[src/rtl/drt_pkg.sv]
package drt_pkg;
   localparam int unsigned ADDR_W = 3;
   localparam int unsigned NCH    = 2;

   typedef enum logic [ADDR_W-1:0] {
      RA_CNT0 = 3'd0,
      RA_RLD0 = 3'd1,
      RA_CNT1 = 3'd2,
      RA_RLD1 = 3'd3,
      RA_CTRL = 3'd4,
      RA_STAT = 3'd5
   } reg_addr_e;

   // control bit positions
   localparam int unsigned CB_RUN0 = 0;
   localparam int unsigned CB_IE0  = 2;
   localparam int unsigned CB_WAVE = 4;
   localparam int unsigned CTRL_W  = 5;

   // status bit positions
   localparam int unsigned SB_FLAG0 = 0;
   localparam int unsigned SB_WAVE  = 2;

   function automatic logic [ADDR_W-1:0] cnt_addr(int unsigned ch);
      return ADDR_W'(2 * ch);
   endfunction

   function automatic logic [ADDR_W-1:0] rld_addr(int unsigned ch);
      return ADDR_W'(2 * ch + 1);
   endfunction
endpackage

[src/rtl/drt_prescaler.sv]
module drt_prescaler #(
   parameter int unsigned DIV = 20
) (
   input  logic clk,
   input  logic rst_n,
   output logic tick
);
   localparam int unsigned PW = (DIV > 1) ? $clog2(DIV) : 1;
   localparam logic [PW-1:0] LAST = PW'(DIV - 1);

   if (DIV < 2) begin : g_bad_div
      $error("drt_prescaler: DIV must be at least 2");
   end

   logic [PW-1:0] phase_q;

   always_ff @(posedge clk or negedge rst_n) begin
      if (!rst_n)
         phase_q <= '0;
      else if (phase_q == LAST)
         phase_q <= '0;
      else
         phase_q <= phase_q + 1'b1;
   end

   assign tick = (phase_q == LAST);
endmodule

[src/rtl/drt_channel.sv]
module drt_channel #(
   parameter int unsigned CNT_W = 16
) (
   input  logic             clk,
   input  logic             rst_n,
   input  logic             tick,
   input  logic             run,
   input  logic             cnt_we,
   input  logic             rld_we,
   input  logic [CNT_W-1:0] wdata,
   input  logic             stat_rd,
   input  logic             cnt_rd,
   output logic [CNT_W-1:0] count,
   output logic [CNT_W-1:0] reload,
   output logic             flag
);
   logic [CNT_W-1:0] cnt_q, rld_q;
   logic             flag_q, armed_q;
   logic             at_zero, reload_hit, clear_hit;

   assign at_zero    = (cnt_q == '0);
   assign reload_hit = tick & run & at_zero;
   assign clear_hit  = armed_q & cnt_rd;

   always_ff @(posedge clk or negedge rst_n) begin
      if (!rst_n)
         cnt_q <= '0;
      else if (cnt_we && !run)
         cnt_q <= wdata;
      else if (tick && run)
         cnt_q <= at_zero ? rld_q : cnt_q - 1'b1;
   end

   always_ff @(posedge clk or negedge rst_n) begin
      if (!rst_n)
         rld_q <= '0;
      else if (rld_we)
         rld_q <= wdata;
   end

   always_ff @(posedge clk or negedge rst_n) begin
      if (!rst_n) begin
         flag_q  <= 1'b0;
         armed_q <= 1'b0;
      end else begin
         if (reload_hit)
            flag_q <= 1'b1;
         else if (clear_hit)
            flag_q <= 1'b0;
         if (clear_hit)
            armed_q <= 1'b0;
         else if (stat_rd && flag_q)
            armed_q <= 1'b1;
      end
   end

   assign count  = cnt_q;
   assign reload = rld_q;
   assign flag   = flag_q;
endmodule

[src/rtl/drt_readmux.sv]
module drt_readmux
   import drt_pkg::*;
#(
   parameter int unsigned CNT_W = 16
) (
   input  logic [ADDR_W-1:0]         addr,
   input  logic [NCH-1:0][CNT_W-1:0] cnt_v,
   input  logic [NCH-1:0][CNT_W-1:0] rld_v,
   input  logic [CTRL_W-1:0]         ctrl,
   input  logic [NCH-1:0]            flag,
   input  logic                      wave,
   output logic [CNT_W-1:0]          rdata
);
   always_comb begin
      rdata = '0;
      case (reg_addr_e'(addr))
         RA_CNT0: rdata = cnt_v[0];
         RA_RLD0: rdata = rld_v[0];
         RA_CNT1: rdata = cnt_v[1];
         RA_RLD1: rdata = rld_v[1];
         RA_CTRL: rdata[CTRL_W-1:0] = ctrl;
         RA_STAT: begin
            rdata[SB_FLAG0 +: NCH] = flag;
            rdata[SB_WAVE]         = wave;
         end
         default: rdata = '0;
      endcase
   end
endmodule

[src/rtl/dual_reload_timer.sv]
module dual_reload_timer
   import drt_pkg::*;
#(
   parameter int unsigned CNT_W    = 16,
   parameter int unsigned PRESCALE = 20,
   parameter int unsigned WAVE_CH  = 1
) (
   input  logic             clk,
   input  logic             rst_n,
   input  logic             bus_wr,
   input  logic             bus_rd,
   input  logic [2:0]       bus_addr,
   input  logic [CNT_W-1:0] bus_wdata,
   output logic [CNT_W-1:0] bus_rdata,
   output logic [1:0]       irq,
   output logic             wave_out
);
   if (CNT_W < CTRL_W) begin : g_bad_width
      $error("dual_reload_timer: CNT_W too narrow for the control word");
   end
   if (WAVE_CH >= NCH) begin : g_bad_wave
      $error("dual_reload_timer: WAVE_CH out of range");
   end

   logic                      tick;
   logic [CTRL_W-1:0]         ctrl_q;
   logic [NCH-1:0]            run_v, flag_v;
   logic [NCH-1:0][CNT_W-1:0] cnt_v, rld_v;
   logic                      stat_rd;
   logic                      wave_q;

   drt_prescaler #(.DIV(PRESCALE)) u_pre (
      .clk   (clk),
      .rst_n (rst_n),
      .tick  (tick)
   );

   always_ff @(posedge clk or negedge rst_n) begin
      if (!rst_n)
         ctrl_q <= '0;
      else if (bus_wr && bus_addr == RA_CTRL)
         ctrl_q <= bus_wdata[CTRL_W-1:0];
   end

   assign stat_rd = bus_rd && (bus_addr == RA_STAT);

   for (genvar i = 0; i < NCH; i++) begin : g_ch
      assign run_v[i] = ctrl_q[CB_RUN0 + i];

      drt_channel #(.CNT_W(CNT_W)) u_ch (
         .clk     (clk),
         .rst_n   (rst_n),
         .tick    (tick),
         .run     (run_v[i]),
         .cnt_we  (bus_wr && bus_addr == cnt_addr(i)),
         .rld_we  (bus_wr && bus_addr == rld_addr(i)),
         .wdata   (bus_wdata),
         .stat_rd (stat_rd),
         .cnt_rd  (bus_rd && bus_addr == cnt_addr(i)),
         .count   (cnt_v[i]),
         .reload  (rld_v[i]),
         .flag    (flag_v[i])
      );

      assign irq[i] = flag_v[i] & ctrl_q[CB_IE0 + i];

      if (i == WAVE_CH) begin : g_wave
         always_ff @(posedge clk or negedge rst_n) begin
            if (!rst_n)
               wave_q <= 1'b0;
            else if (tick && run_v[i] && cnt_v[i] == '0 && ctrl_q[CB_WAVE])
               wave_q <= ~wave_q;
         end
      end
   end

   assign wave_out = wave_q;

   drt_readmux #(.CNT_W(CNT_W)) u_rmux (
      .addr  (bus_addr),
      .cnt_v (cnt_v),
      .rld_v (rld_v),
      .ctrl  (ctrl_q),
      .flag  (flag_v),
      .wave  (wave_q),
      .rdata (bus_rdata)
   );
endmodule

[config.mk]
export PLATFORM = sky130hd
export DESIGN_NAME = dual_reload_timer
export DESIGN_NICKNAME = d
export VERILOG_FILES = /design/src/rtl/drt_pkg.sv /design/src/rtl/drt_prescaler.sv /design/src/rtl/drt_channel.sv /design/src/rtl/drt_readmux.sv /design/src/rtl/dual_reload_timer.sv
export SDC_FILE = /design/constraint.sdc
export NUM_CORES = 1
export LEC_CHECK = 0
export ABC_AREA = 1
export CAP_MARGIN = 10
export CORE_MARGIN = 4
export CORE_UTILIZATION = 49
export CTS_BUF_LIST = sky130_fd_sc_hd__clkbuf_4 sky130_fd_sc_hd__clkbuf_8
export CTS_CLUSTER_SIZE = 28
export DETAILED_ROUTE_END_ITERATION = 8
export HOLD_SLACK_MARGIN = 0.05
export PLACE_DENSITY = 0.69
export REMOVE_ABC_BUFFERS = 1
export SYNTH_ARGS = -nofsm -noshare
export SYNTH_HDL_FRONTEND = slang
export SYNTH_SLANG_ARGS = --single-unit
[constraint.sdc]
create_clock -name clk -period 2.2 [get_ports clk]
set_clock_uncertainty 0.2 [all_clocks]
set_input_delay 0.22 -clock clk [delete_from_list [all_inputs] [get_ports clk]]
set_output_delay 0.22 -clock clk [all_outputs]
set_load 0.005 [all_outputs]
==> impl_metrics.yaml <==
status:
  outcome: "completed"
layout:
  area_delta_synth_final_pct: 20.0
  fill_cells: 989
  register_area_sq_um: 1980
  multi_input_area_sq_um: 2650
  antenna-diode-count: 0
  drive_above_1_share_pct: 13.6
  num-nets-final: 832
  fin_area_sq_um: 6250
clock_tree:
  cts_tree: "done"
  cts_buffers: 9
  clock_path_buffers: 2
  clk_pin_slew_ns: 0.09
  h-tree-depth: 3
  clock-sinks: 79
  cts_root_buf: "clkbuf_8"
  insertion_delay_ns: 0.37
die:
  fp.dieH_um: 111
  die_w_um: 111
  die-area_sq_um: 12300
  coreArea_sq_um: 10300
  pin_count: 42
  start_util_pct: 50.4
  row_count: 37
global_route:
  grt_usage_pct: 24.4
  met2_usage_pct: 38.5
  grt_use_met1_pct: 35.0
  grt-ovfl-total: 0
  antenna_found_initial: 0
  grt_pass1_wl_um: 24400
  use_met3_pct: 2.95
  grt_pass1_vias: 4841
  grt_max_degree: 43
  grt_busiest_layer: "met2"
place:
  gp_congestion: 0.958
  post-place-ws_ns: -0.252
  hpwl_um: 11500
  io_buffers: 41
  place_area_sq_um: 5930
critical_path:
  worst-path-stages: 8
  worstPathMaxFanout: 6
  r2r_cells: 9
  r2r_setup_slack_ns: 0.18
  r2r_start: "g_ch[0].u_ch.count[0]$_DFFE_PN0P_"
  crit_chain: "clkdlybuf4s50_1, inv_2, nand2_4, nor2_8, buf_4, a22oi_1, o211ai_1, dlygate4sd2_1"
  slowest_delay_ns: 0.50
  critical_path_class: "input pin to primary output"
  cp.required_ns: 1.78
  crit_family: "buffers and inverters"
  end_kind: "primary output"
  cp.arrival_ns: 1.75
  critPathLaunchType: "input pin"
  r2r-end: "g_ch[0].u_ch.count[5]$_DFFE_PN0P_"
  worst-path-buf-inv: 4
  cpMaxStageDelayCell: "clkdlybuf4s50_1"
power_and_ir_drop:
  ir_drop_mv: 0.402
  powerDensity_nw_per_um2: 889
  power.leakage_nw: 3.26
detailed_routing:
  dr.pass1.iters: 5
  dr.first_iter.drc_count: 304
  routedWlPerCell_um: 15.5
  vias_per_cell: 5.37
  drt_wl_total_um: 14700
  num_vias: 5079
  ant_nets: 0
  drc: 0
synth:
  postSynthAreaPerCell_sq_um: 7.08
  yosys.area.top_type: "dfrtp_1"
  synth_edf_count: 0
  ys_top_cells_by_area: "dfrtp_1 (38%), nand2_1 (14%), inv_1 (9.2%), nand3_1 (8.0%), o21ai_0 (4.2%)"
  ys_warn_count: 0
  synth.most_common_cell: "nand2_1"
  synth_commonest_cells: "nand2_1 (198), inv_1 (128), nand3_1 (83), dfrtp_1 (79), o21ai_0 (44)"
  synth_cell_types: 36
  ys_seq_area_share_pct: 38.0
  ys_async_sr_fraction_pct: 100
  syn_area_sq_um: 5210
  ys_ff_latch: 79
  netlist.area_leader.share_pct: 38.0
  synth_cells: 736
  synth_ff_type: "dfrtp_1"
worst_hold_path:
  hp-class: "input pin to asynchronous set/reset pin"
sta:
  rsz0062_at_grt: "true"
  setup_ws_ns: 0.0293
  setup_violations: 0
  final.min_clock_period_ns: 2.17
  setup_tns_ns: 0
  slew_violations: 0
  finalCritPeriodShare_pct: 98.7
  fmax_ghz: 0.461
  hold_violations: 0
  max-slew-margin-rel_pct: 63.1
  tightest_slew_ns: 0.554
run:
  cap_violations: 0
==> through the flow <==
| stage | cells | hold WS (ns) | util (%) | power (mW) |
|---|---|---|---|---|
| after floorplan | 716 | -0.276 | - | 3.52 |
| after global placement | 927 | 0.0437 | 57.4 | 4.26 |
| after detailed placement | 927 | 0.0423 | 57.4 | 4.30 |
| after CTS | 944 | 0.190 | 60.1 | 5.56 |
| after global routing | 945 | 0.235 | 60.5 | 5.98 |
| final | 945 | 0.172 | 60.5 | 5.56 |
==> per-layer routing <==
layer / part of all wire [%] / up-vias
met5: 0 / -
met4: 1.6 / 0
met3: 5.4 / 18
met2: 46 / 133
met1: 47 / 2390
li1: - / 2538
==> how the worst max path moves through the flow <==
stage	start	slack [ns]	endpoint
6_report	bus_addr[2]	0.03	bus_rdata[6]
5_1_grt	bus_addr[2]	-0.02	bus_rdata[4]
2_1_floorplan	g_ch[1].u_ch.count[0]$_DFFE_PN0P_	0.36	g_ch[1].u_ch.count[12]$_DFFE_PN0P_
3_3_place_gp	bus_addr[1]	-0.19	bus_rdata[6]
3_5_place_dp	bus_addr[2]	-0.25	bus_rdata[11]
4_1_cts	bus_addr[2]	-0.09	bus_rdata[1]
==> sequential cells by signal, summed over array words and instances, names as in the netlist <==
| register | count |
|---|---|
| wave_out | 1 |
| u_pre.phase_q | 5 |
| g_ch.u_ch.armed_q | 2 |
| g_ch.u_ch.count | 32 |
| g_ch.u_ch.flag | 2 |
| ctrl_q | 5 |
| g_ch.u_ch.reload | 32 |
==> cell type report <==
cell class | instances | area share [%]
clock buffers | 10 | 2.20
clock inverters | 6 | 1.48
inverters | 134 | 8.17
multi-input cells | 503 | 42.4
flip-flops and latches | 79 | 31.6
well taps | 136 | 2.72
repair buffers | 77 | 11.4
==> layout by cell type, fill, tap and decap left out, types with 5 or more instances in the layout <==
| cell | n |
|---|---|
| a21oi_1 | 7 |
| a22oi_1 | 5 |
| a22oi_2 | 8 |
| buf_4 | 31 |
| clkbuf_8 | 10 |
| clkdlybuf4s50_1 | 22 |
| dfrtp_1 | 79 |
| dlygate4sd2_1 | 16 |
| ha_1 | 5 |
| inv_1 | 128 |
| nand2_1 | 198 |
| nand2_2 | 5 |
| nand3_1 | 82 |
| nand4_1 | 7 |
| nor2_1 | 39 |
| nor2_2 | 10 |
| o211ai_1 | 9 |
| o21ai_0 | 44 |
| o21ai_1 | 14 |
| o21ai_2 | 12 |
| o221ai_1 | 8 |
| o22ai_1 | 23 |
==> power by group <==
group	total, mW	internal [mW]	switching (mW)
clock	1.26	0.676	0.585
sequential	2.20	1.79	0.411
combinational	2.09	0.801	1.29
total	5.56	3.27	2.29
==> repair_timing <==
action,4_1_cts,5_1_grt
buffers inserted,0,1
endpoints found under the hold margin,62,0
resized for setup,28,8
pin swaps,0,2
setup endpoints to repair,16,5
hold buffers,1,0
gates cloned,0,0
==> kinds of logic (layout without fill, tap and decap cells) <==
logic type | Yosys count | after routing | share of synthesized area [%]
and+or+nand+nor | 359 | 359 | 30.9
buffers and inverters | 154 | 227 | 12.7
AOI/OAI and AO/OA | 136 | 136 | 16.8
DFF | 79 | 79 | 38.0
adders and majority gates | 5 | 5 | 1.20
xor gates and xnor gates | 3 | 3 | 0.505
(Power assumes the default switching activity.)
